`src/rtl/mt_pkg.sv`:
```
`timescale 1ns/1ps
package mt_pkg;
  typedef enum logic [1:0] {
    SZ_BYTE = 2'd0,
    SZ_HALF = 2'd1,
    SZ_WORD = 2'd2,
    SZ_WIDE = 2'd3
  } size_e;

  typedef enum logic [1:0] {
    ST_IDLE  = 2'd0,
    ST_READ  = 2'd1,
    ST_CALC  = 2'd2,
    ST_WRITE = 2'd3
  } state_e;

  typedef struct packed {
    logic neg;
    logic zer;
    logic pos;
    logic ovf;
  } flags_t;
endpackage

```
`src/rtl/mt_alu.sv`:
```
`timescale 1ns/1ps
module mt_alu
  import mt_pkg::*;
#(
  parameter int BYTE_W = 8
) (
  input  size_e                 size,
  input  logic [4*BYTE_W-1:0]   opnd,
  input  logic [4*BYTE_W-1:0]   modf,
  output logic [4*BYTE_W-1:0]   res,
  output flags_t                flags
);
  localparam int BW = BYTE_W;
  localparam int HW = 2 * BYTE_W;
  localparam int DW = 4 * BYTE_W;

  logic [BW-1:0] sum_b;
  logic [HW-1:0] sum_h;
  logic [DW-1:0] sum_w;

  always_comb begin
    sum_b = opnd[BW-1:0] + modf[BW-1:0];
    sum_h = opnd[HW-1:0] + modf[HW-1:0];
    sum_w = opnd + modf;
    res   = '0;
    flags = '0;
    case (size)
      SZ_BYTE: begin
        // unsigned, wraps, never negative, never overflows
        res       = {{(DW-BW){1'b0}}, sum_b};
        flags.zer = (sum_b == '0);
      end
      SZ_HALF: begin
        res       = {{(DW-HW){sum_h[HW-1]}}, sum_h};
        flags.neg = sum_h[HW-1];
        flags.zer = (sum_h == '0);
        flags.ovf = (opnd[HW-1] == modf[HW-1]) && (sum_h[HW-1] != opnd[HW-1]);
      end
      default: begin
        res       = sum_w;
        flags.neg = sum_w[DW-1];
        flags.zer = (sum_w == '0);
        flags.ovf = (opnd[DW-1] == modf[DW-1]) && (sum_w[DW-1] != opnd[DW-1]);
      end
    endcase
    flags.pos = !flags.neg && !flags.zer;
  end
endmodule

```
`src/rtl/mt_lane_mask.sv`:
```
`timescale 1ns/1ps
module mt_lane_mask
  import mt_pkg::*;
#(
  parameter int LANES = 4
) (
  input  size_e            size,
  output logic [LANES-1:0] mask
);
  localparam int HALF_LANES = LANES / 2;

  for (genvar k = 0; k < LANES; k++) begin : g_lane
    localparam bit IN_BYTE = (k == 0);
    localparam bit IN_HALF = (k < HALF_LANES);
    assign mask[k] = (size == SZ_BYTE) ? IN_BYTE :
                     (size == SZ_HALF) ? IN_HALF : 1'b1;
  end
endmodule

```
`src/rtl/mt_flag_reg.sv`:
```
`timescale 1ns/1ps
module mt_flag_reg
  import mt_pkg::*;
(
  input  logic       clk,
  input  logic       rst,
  input  logic       upd,
  input  logic       hold,
  input  flags_t     flags,
  output logic [3:0] cc
);
  always_ff @(posedge clk) begin
    if (rst) begin
      cc <= '0;
    end else if (upd && !hold) begin
      cc <= flags;
    end
  end
endmodule

```
`src/rtl/mt_seq.sv`:
```
`timescale 1ns/1ps
module mt_seq
  import mt_pkg::*;
#(
  parameter int DATA_W = 32,
  parameter int ADDR_W = 16,
  parameter int LANES  = 4
) (
  input  logic              clk,
  input  logic              rst,
  input  logic              start,
  input  size_e             size_i,
  input  logic [ADDR_W-1:0] addr_i,
  input  logic [DATA_W-1:0] mod_i,
  input  logic              ctx_i,
  input  logic              cp_i,
  input  logic              prot_fault_i,
  output logic              mem_rd_req,
  output logic              mem_wr_req,
  output logic [ADDR_W-1:0] mem_addr,
  output logic [DATA_W-1:0] mem_wdata,
  output logic [LANES-1:0]  mem_wmask,
  input  logic [DATA_W-1:0] mem_rdata,
  input  logic              mem_rd_ack,
  input  logic              mem_wr_ack,
  output size_e             size_q,
  output logic [DATA_W-1:0] opnd_q,
  output logic [DATA_W-1:0] mod_q,
  input  logic [DATA_W-1:0] alu_res,
  input  flags_t            alu_flags,
  input  logic [LANES-1:0]  lane_mask,
  output logic              busy,
  output logic              done,
  output logic [DATA_W-1:0] result,
  output logic              zero,
  output logic              ovf_trap,
  output logic              prot_trap,
  output logic              cez_req,
  output logic              flag_upd,
  output flags_t            flags_q,
  output logic              ctx_q
);
  state_e state;
  logic   cp_q;

  assign busy     = (state != ST_IDLE);
  assign flag_upd = (state == ST_WRITE) && mem_wr_ack;

  always_ff @(posedge clk) begin
    if (rst) begin
      state      <= ST_IDLE;
      mem_rd_req <= 1'b0;
      mem_wr_req <= 1'b0;
      mem_addr   <= '0;
      mem_wdata  <= '0;
      mem_wmask  <= '0;
      size_q     <= SZ_BYTE;
      opnd_q     <= '0;
      mod_q      <= '0;
      flags_q    <= '0;
      ctx_q      <= 1'b0;
      cp_q       <= 1'b0;
      done       <= 1'b0;
      result     <= '0;
      zero       <= 1'b0;
      ovf_trap   <= 1'b0;
      prot_trap  <= 1'b0;
      cez_req    <= 1'b0;
    end else begin
      done      <= 1'b0;
      ovf_trap  <= 1'b0;
      prot_trap <= 1'b0;
      cez_req   <= 1'b0;
      case (state)
        ST_IDLE: begin
          if (start) begin
            size_q   <= size_i;
            mem_addr <= addr_i;
            mod_q    <= mod_i;
            ctx_q    <= ctx_i;
            cp_q     <= cp_i;
            if (prot_fault_i && !ctx_i) begin
              // abort before any memory access
              done      <= 1'b1;
              prot_trap <= 1'b1;
            end else begin
              mem_rd_req <= 1'b1;
              state      <= ST_READ;
            end
          end
        end
        ST_READ: begin
          if (mem_rd_ack) begin
            opnd_q     <= mem_rdata;
            mem_rd_req <= 1'b0;
            state      <= ST_CALC;
          end
        end
        ST_CALC: begin
          mem_wdata  <= alu_res;
          mem_wmask  <= lane_mask;
          flags_q    <= alu_flags;
          mem_wr_req <= 1'b1;
          state      <= ST_WRITE;
        end
        ST_WRITE: begin
          if (mem_wr_ack) begin
            mem_wr_req <= 1'b0;
            mem_wmask  <= '0;
            state      <= ST_IDLE;
            done       <= 1'b1;
            result     <= mem_wdata;
            zero       <= flags_q.zer;
            ovf_trap   <= flags_q.ovf && !ctx_q;
            cez_req    <= cp_q && flags_q.zer;
          end
        end
        default: state <= ST_IDLE;
      endcase
    end
  end
endmodule

```
`src/rtl/mt_counter_unit.sv`:
```
`timescale 1ns/1ps
module mt_counter_unit
  import mt_pkg::*;
#(
  parameter int BYTE_W = 8,
  parameter int ADDR_W = 16,
  localparam int DATA_W = 4 * BYTE_W,
  localparam int LANES  = 4
) (
  input  logic              clk,
  input  logic              rst,
  input  logic              start,
  input  logic [1:0]        op_size,
  input  logic [ADDR_W-1:0] op_addr,
  input  logic [DATA_W-1:0] modifier,
  input  logic              intr_ctx,
  input  logic              count_pulse,
  input  logic              prot_fault,
  output logic              mem_rd_req,
  output logic              mem_wr_req,
  output logic [ADDR_W-1:0] mem_addr,
  output logic [DATA_W-1:0] mem_wdata,
  output logic [LANES-1:0]  mem_wmask,
  input  logic [DATA_W-1:0] mem_rdata,
  input  logic              mem_rd_ack,
  input  logic              mem_wr_ack,
  output logic              busy,
  output logic              done,
  output logic [DATA_W-1:0] result,
  output logic              zero,
  output logic [3:0]        cc,
  output logic              ovf_trap,
  output logic              prot_trap,
  output logic              cez_req
);
  size_e             size_in;
  size_e             size_q;
  logic [DATA_W-1:0] opnd_q;
  logic [DATA_W-1:0] mod_q;
  logic [DATA_W-1:0] alu_res;
  flags_t            alu_flags;
  flags_t            flags_q;
  logic [LANES-1:0]  lane_mask;
  logic              flag_upd;
  logic              ctx_q;

  assign size_in = size_e'(op_size);

  mt_seq #(.DATA_W(DATA_W), .ADDR_W(ADDR_W), .LANES(LANES)) u_seq (
    .clk(clk), .rst(rst), .start(start), .size_i(size_in), .addr_i(op_addr),
    .mod_i(modifier), .ctx_i(intr_ctx), .cp_i(count_pulse), .prot_fault_i(prot_fault),
    .mem_rd_req(mem_rd_req), .mem_wr_req(mem_wr_req), .mem_addr(mem_addr),
    .mem_wdata(mem_wdata), .mem_wmask(mem_wmask), .mem_rdata(mem_rdata),
    .mem_rd_ack(mem_rd_ack), .mem_wr_ack(mem_wr_ack),
    .size_q(size_q), .opnd_q(opnd_q), .mod_q(mod_q),
    .alu_res(alu_res), .alu_flags(alu_flags), .lane_mask(lane_mask),
    .busy(busy), .done(done), .result(result), .zero(zero),
    .ovf_trap(ovf_trap), .prot_trap(prot_trap), .cez_req(cez_req),
    .flag_upd(flag_upd), .flags_q(flags_q), .ctx_q(ctx_q)
  );

  mt_alu #(.BYTE_W(BYTE_W)) u_alu (
    .size(size_q), .opnd(opnd_q), .modf(mod_q), .res(alu_res), .flags(alu_flags)
  );

  mt_lane_mask #(.LANES(LANES)) u_mask (
    .size(size_q), .mask(lane_mask)
  );

  mt_flag_reg u_cc (
    .clk(clk), .rst(rst), .upd(flag_upd), .hold(ctx_q), .flags(flags_q), .cc(cc)
  );
endmodule

```
`config.mk`:
```
export PLATFORM = sky130hd
export DESIGN_NAME = mt_counter_unit
export DESIGN_NICKNAME = d
export VERILOG_FILES = /design/src/rtl/mt_pkg.sv /design/src/rtl/mt_alu.sv /design/src/rtl/mt_lane_mask.sv /design/src/rtl/mt_flag_reg.sv /design/src/rtl/mt_seq.sv /design/src/rtl/mt_counter_unit.sv
export SDC_FILE = /design/constraint.sdc
export NUM_CORES = 1
export LEC_CHECK = 0
export ABC_AREA = 1
export CORE_AREA = 2 2 211 109
export CTS_BUF_LIST = sky130_fd_sc_hd__clkbuf_8
export DETAILED_ROUTE_END_ITERATION = 12
export DIE_AREA = 0 0 213 111
export GPL_ROUTABILITY_DRIVEN = 0
export SETUP_SLACK_MARGIN = 0.02
export SYNTH_ARGS = -nofsm -noshare
export SYNTH_HDL_FRONTEND = slang
export SYNTH_SLANG_ARGS = --single-unit
```
`constraint.sdc`:
```
create_clock -name clk -period 6.6 [get_ports clk]
set_clock_uncertainty 0.1 [all_clocks]
set_input_delay 0.99 -clock clk [delete_from_list [all_inputs] [get_ports clk]]
set_output_delay 0.99 -clock clk [all_outputs]
set_load 0.005 [all_outputs]
```
==> flow_summary.toml, run 1 <==
[floorplanning]
die_width_um = 213
num_rows = 39
initial_utilization = 0.389
die_y_um = 111
ios = 186
core_region_area_mm2 = 0.0221
die_area_mm2 = 0.0236

[cells_and_area]
seqCellArea_mm2 = 0.00332
mostFrequentLayoutCell = "nand2_1"
drive_above_1_share = 0.0576
mostFrequentLayoutCells = "271 x nand2_1, 253 x nor2_1, 185 x clkdlybuf4s50_1, 166 x dfxtp_1, 164 x inv_1"
area.growth.synth_to_final_pct = 29.2
fillers = 2299
multiInputGateArea_mm2 = 0.00439
antennaDiodeCount = 0
design.final.nets = 1572
finish.cell_count_without_fillers = 1765
layout.core_utilization = 0.502

[clock_tree]
clk-insertion-delay-late_ns = 0.49
cts.sinks = 166
clk_transition_reported_paths_ns = 0.09
post-cts-setup-buffer-count = 0
cts-hold-fix-buffers = 0
cts_max_level = 4
cts_tree = "yes"
ctsLongestPathBuffers = 2
cts_made_buffers = 17
clk_root_buffer_cell = "clkbuf_8"
cts.repair.resized = 0

[logic_synthesis]
postSynth.topFlopCell = "dfxtp_1"
yosys_warnings = 0
synth-seq-cells = 166
postSynthNetCount = 1415
synth_cell_type_count = 42
synth.avg_cell_area_um2 = 6.67
proportion_of_synthesized_chip_area_in_sequential_cells = 0.387
summed_instance_area_of_the_synthesized_netlist_mm2 = 0.00859
synth_async_sr_flop_share = 0
synth_cells = 1288
synth_enable_flop_cells = 0

[sta]
timing.max_slew.rel_slack = 0.276
timing.setup.tns_ns = 0
grt_setup_unrepaired = "false"
timing_hold_violations_final = 0
final.setup.worst_slack_ns = 3.53
report.final.setup_viol = 0
timing.fmax_mhz = 326
max_slew_violation_count = 0
period_share = 0.465
post-route-min-period_ns = 3.07
tightest_slew_ns = 1.08

[placement]
hpwlAfterDp_um = 19700
placed_cells_incl_taps = 1733
worst_slack_at_placement_ns = 3.00
place.port_buffers = 185

[run_status]
run_status = "complete, no violations"

[detailed_routing]
dr_total_vias = 8282
detail_route.first_pass.iterations = 6
detail_route.wirelength_um = 25400
drcViolationCount = 0
drt_iter0_markers = 563
drt-vias-per-instance = 4.69
post_drt_wl_per_cell_um = 14.4
postRouteAntennaNets = 0

[worst_setup_path]
cp_data_arrival_time_ns = 3.38
worst_path_required_ns = 6.91
critical_path_class = "in2reg"
setup.worst_path.end_class = "flop"
path_common_cell = "buf_4"
crit_path_max_fanout = 76
crit_path_cell_trace = "clkdlybuf4s50_1 > buf_4 > inv_2 > buf_4 > o21ai_0 > a21oi_1"
critPathSlowestCell = "buf_4"
timing.critical_path.slowest_cell_delay_ns = 0.67
start_kind = "input port"

[grt]
antenna_found_initial = 0
grt_pass1_vias = 7690
grt_start_max_net_pins = 77
aggregate_global_routing_overflow = 0
globalRouteTotalUtil = 0.223
first_pass_grt_wire_length_um = 40700

[worst_hold_path]
worst_hold_path_type = "reg2reg"

[run]
drv_cap = 0

[power_and_ir_drop]
max-vdd-ir-drop_uv = 234
leakage_uw = 0.00500
p_per_area_mw_per_mm2 = 346
## power breakdown
part           internal, µW  switching [µW]
clock network           438             402
logic                   662             950
registers              1240             154
total                  2340            1510
## synth_stat cells, types with 2 or more instances
| cell type | instances | area share |
|---|---|---|
| inv_2 | 3 | 0.0013 |
| and2_1 | 3 | 0.0022 |
| a21oi_1 | 68 | 0.040 |
| clkinv_1 | 3 | 0.0013 |
| inv_1 | 165 | 0.072 |
| buf_4 | 5 | 0.0044 |
| ha_1 | 36 | 0.052 |
| nor2_1 | 253 | 0.11 |
| o211ai_1 | 3 | 0.0026 |
| buf_2 | 2 | 0.0012 |
| nand2_4 | 4 | 0.0052 |
| nand3_2 | 3 | 0.0035 |
| nand2_2 | 19 | 0.014 |
| clkbuf_1 | 44 | 0.019 |
| nand2_1 | 272 | 0.12 |
| nor2_4 | 2 | 0.0026 |
| a211oi_1 | 9 | 0.0079 |
| nand3_1 | 32 | 0.019 |
| xnor2_1 | 11 | 0.011 |
| nand3b_1 | 4 | 0.0035 |
| nor3_1 | 9 | 0.0052 |
| xor2_1 | 2 | 0.0020 |
| a21oi_2 | 3 | 0.0031 |
| a221oi_1 | 7 | 0.0071 |
| nand4_1 | 9 | 0.0066 |
| nor2_2 | 4 | 0.0029 |
| o21ai_0 | 131 | 0.076 |
| o21bai_1 | 2 | 0.0017 |
| a31oi_1 | 2 | 0.0015 |
| dfxtp_1 | 166 | 0.39 |
## layout make-up
class,count,share of cell area
clock buffer,19,0.0236
clock inverter,13,0.0174
inverter,173,0.0591
multi-input combinational,897,0.396
sequential,166,0.300
tap,307,0.0346
timing repair buffer,190,0.170
## path summary, 6_finish.rpt
| path | start | end | slack (ns) | cells past startpoint |
|---|---|---|---|---|
| max | rst | u_seq.opnd_q[1] | 3.53 | 6 |
| min | u_seq.mem_rd_req | u_seq.mem_rd_req | 0.35 | 2 |
| max reg2reg | u_seq.opnd_q[0] | u_seq.flags_q[1] | 3.67 | 18 |
| min reg2reg | u_seq.mem_rd_req | u_seq.mem_rd_req | 0.35 | 2 |
## flip-flops by register name, summed over array words and instances, names as in the netlist, 2 cells and up
| signal | flops |
|---|---|
| u_seq.opnd_q | 32 |
| u_cc.cc | 4 |
| u_seq.result | 32 |
| u_seq.state | 2 |
| u_seq.mem_addr | 16 |
| u_seq.mod_q | 32 |
| u_seq.flags_q | 4 |
| u_seq.mem_wdata | 31 |
| u_seq.mem_wmask | 3 |
| u_seq.size_q | 2 |
## layer usage
metal	up-vias	part of all wire	GRT usage
met4	0	0.0084	0.0420
met5	-	0	0
met3	20	0.078	0.0754
met2	203	0.37	0.291
met1	3698	0.55	0.345
li1	4361	-	-
## per-stage QoR
stage	power, µW	area, µm²	hold WS [ns]
2_1_floorplan	2400	8590	0.322
3_3_place_gp	3010	10600	0.343
3_5_place_dp	3020	10600	0.340
4_1_cts	3880	11100	0.354
5_1_grt	4150	11100	0.387
6_report	3840	11100	0.353
## critical path, delay by kind of cell
family / cells / cell delay (ns)
buffers and inverters: 4 / 1.94
AO/OA/AOI/OAI: 2 / 0.38
## kinds of logic (layout without fill, tap and decap cells)
| kind of cell | Yosys count | count (layout) | share of synthesized area |
|---|---|---|---|
| AND/OR/NAND/NOR | 616 | 616 | 0.295 |
| AO/OA/AOI/OAI | 230 | 230 | 0.145 |
| buffers and inverters | 225 | 395 | 0.102 |
| flip-flops | 166 | 166 | 0.387 |
| adder cells (fa/ha/maj) | 37 | 37 | 0.0548 |
| XOR/XNOR | 14 | 14 | 0.0152 |
Note: power is estimated with default switching activity, not from simulation.
==> inputs of run 2 (changes only) <==
--- a/config.mk
+++ b/config.mk
@@ -11,6 +11,7 @@
 export DETAILED_ROUTE_END_ITERATION = 12
 export DIE_AREA = 0 0 213 111
 export GPL_ROUTABILITY_DRIVEN = 0
+export PLACE_DENSITY = 0.67
 export SETUP_SLACK_MARGIN = 0.02
 export SYNTH_ARGS = -nofsm -noshare
 export SYNTH_HDL_FRONTEND = slang
==> constraint.sdc (replaced) <==
create_clock -name clk -period 2.6 [get_ports clk]
set_clock_uncertainty 0.1 [all_clocks]
set_input_delay 0.39 -clock clk [delete_from_list [all_inputs] [get_ports clk]]
set_output_delay 0.39 -clock clk [all_outputs]
set_load 0.005 [all_outputs]
==> flow_summary.toml, run 2 (synthesis results as in run 1) <==
[run_status]
run_status = "complete, no violations"

[detailed_routing]
drt-vias-per-instance = 4.87
detail_route.first_pass.iterations = 5
drcViolationCount = 0
postRouteAntennaNets = 0
drt_iter0_markers = 649
detail_route.wirelength_um = 27500
dr_total_vias = 8734
post_drt_wl_per_cell_um = 15.3

[clock_tree]
cts_max_level = 4
clk_transition_reported_paths_ns = 0.09
ctsLongestPathBuffers = 2
cts_made_buffers = 17
clk_root_buffer_cell = "clkbuf_8"
clk-insertion-delay-late_ns = 0.50
cts-hold-fix-buffers = 0
cts.sinks = 166
cts_tree = "yes"

[sta]
max_slew_violation_count = 0
grt_setup_unrepaired = "true"
timing.fmax_mhz = 404
report.final.setup_viol = 0
period_share = 0.952
final.setup.worst_slack_ns = 0.124
post-route-min-period_ns = 2.48
timing.max_slew.rel_slack = 0.618
tightest_slew_ns = 0.572
hold_slack_ns = 0.371
timing_hold_violations_final = 0

[run]
drv_cap = 0

[worst_setup_path]
crit_path_cell_trace = "ha_4 > inv_2 > fa_2 > inv_2 > nand3_2 > nand2_4 > nand2_2 > nand2_4 > nand2_2 > nand2_4 > xnor2_1 > inv_1 > nor2_1 > nand3_1 > a21oi_2 > nand2_2 > nand2_2 > a21oi_2"
cp.buffers_inverters = 3
cp_data_arrival_time_ns = 2.76
setup.worst_path.end_class = "flop"
critical_path_class = "reg2reg"
start_kind = "flop"
timing.critical_path.slowest_cell_delay_ns = 0.37
path_common_cell = "nand2_2"
crit_path_max_fanout = 4
worst_path_required_ns = 2.89
worst_path_top_cell_family_by_delay = "simple AND/OR/NAND/NOR gates"
critPathSlowestCell = "dfxtp_2"

[cells_and_area]
drive_above_1_share = 0.116
area.growth.synth_to_final_pct = 35.7
mostFrequentLayoutCells = "256 x nand2_1, 246 x nor2_1, 185 x clkdlybuf4s50_1, 163 x dfxtp_1, 162 x inv_1"
mostFrequentLayoutCell = "nand2_1"
antennaDiodeCount = 0
layout.core_utilization = 0.527
fillers = 2223
design.final.nets = 1602
top_regs = "u_seq.mod_q x32, u_seq.opnd_q x32, u_seq.result x32"
final_design_area_no_fill_mm2 = 0.0117

[grt]
grt_pass1_vias = 8246
grt_start_max_net_pins = 86
antenna_found_initial = 1
first_pass_grt_wire_length_um = 43700
globalRouteTotalUtil = 0.238
aggregate_global_routing_overflow = 0

[power_and_ir_drop]
p_comb_frac = 0.447
p_total_uw = 10200
pwr-share-clk = 0.203
switching_share = 0.396
power.sequential.fraction = 0.350
p_int_uw = 6160
leakage_uw = 0.00514
p_per_area_mw_per_mm2 = 876
max-vdd-ir-drop_uv = 454
netSwitchingPower_uw = 4040

[placement]
place.port_buffers = 185
hpwlAfterDp_um = 21100
worst_slack_at_placement_ns = -0.0542
placed_cell_area_mm2 = 0.0109

[floorplanning]
ios = 186
die_area_mm2 = 0.0236
num_rows = 39
die_width_um = 213
core_region_area_mm2 = 0.0221
die_y_um = 111
initial_utilization = 0.389

[worst_hold_path]
worst_hold_path_type = "reg2reg"
==> run 2: worst reg2reg max path, stage by stage (launching register included) <==
cell and delay [ns]:
dfxtp_2 0.37, ha_4 0.16, inv_2 0.04, fa_2 0.37, inv_2 0.08, nand3_2 0.08
nand2_4 0.11, nand2_2 0.06, nand2_4 0.09, nand2_2 0.06, nand2_4 0.09, xnor2_1 0.11
inv_1 0.08, nor2_1 0.09, nand3_1 0.10, a21oi_2 0.18, nand2_2 0.08, nand2_2 0.07
a21oi_2 0.04
==> run 2: path summary, 6_finish.rpt <==
check	start	endpoint	slack [ns]	cells after the start
hold reg to reg	u_seq.mem_wmask[1]	u_seq.mem_wmask[1]	0.37	2
setup reg to reg	u_seq.mod_q[0]	u_seq.flags_q[1]	0.12	18
hold / removal	u_seq.mem_wmask[1]	u_seq.mem_wmask[1]	0.37	2
setup / recovery	u_seq.mod_q[0]	u_seq.flags_q[1]	0.12	18
==> run 2: layout make-up <==
type	instances	area (µm²)	share of cell area
multi-input cells	897	4700	0.404
repair buffers	220	2150	0.185
well taps	307	384	0.0330
flip-flops and latches	166	3330	0.286
inverters	173	656	0.0563
clock buffers	18	248	0.0213
clock inverters	13	181	0.0156
==> run 2: metal layers <==
layer / routed length, µm / global-route usage
met3: 2580 / 0.0782
met5: 13 / 0
met4: 352 / 0.0545
met1: 14000 / 0.349
met2: 10600 / 0.332
==> run 2: per-stage QoR <==
stage                     setup TNS [ns]  cells
after floorplan                        0   1288
after global placement                 0   1757
final                                  0   1794
after global routing             -0.0389   1794
after detailed placement         -0.0542   1757
after CTS                              0   1790
==> run 2: timing repair <==
action / CTS / global route
gates resized for setup: 2 / 75
pin swaps: 1 / 15
hold endpoints to repair: 0 / 0
buffers inserted: 2 / 4
endpoints found under the setup margin: 2 / 3
==> run 2: power groups by stage <==
stage	clock network [µW]	registers, µW	logic [µW]
after global placement	0	3560	4260
after floorplan	0	3480	2600
after detailed placement	0	3580	4310
final	2070	3570	4560
after global routing	2220	3650	5070
after CTS	2120	3530	4340
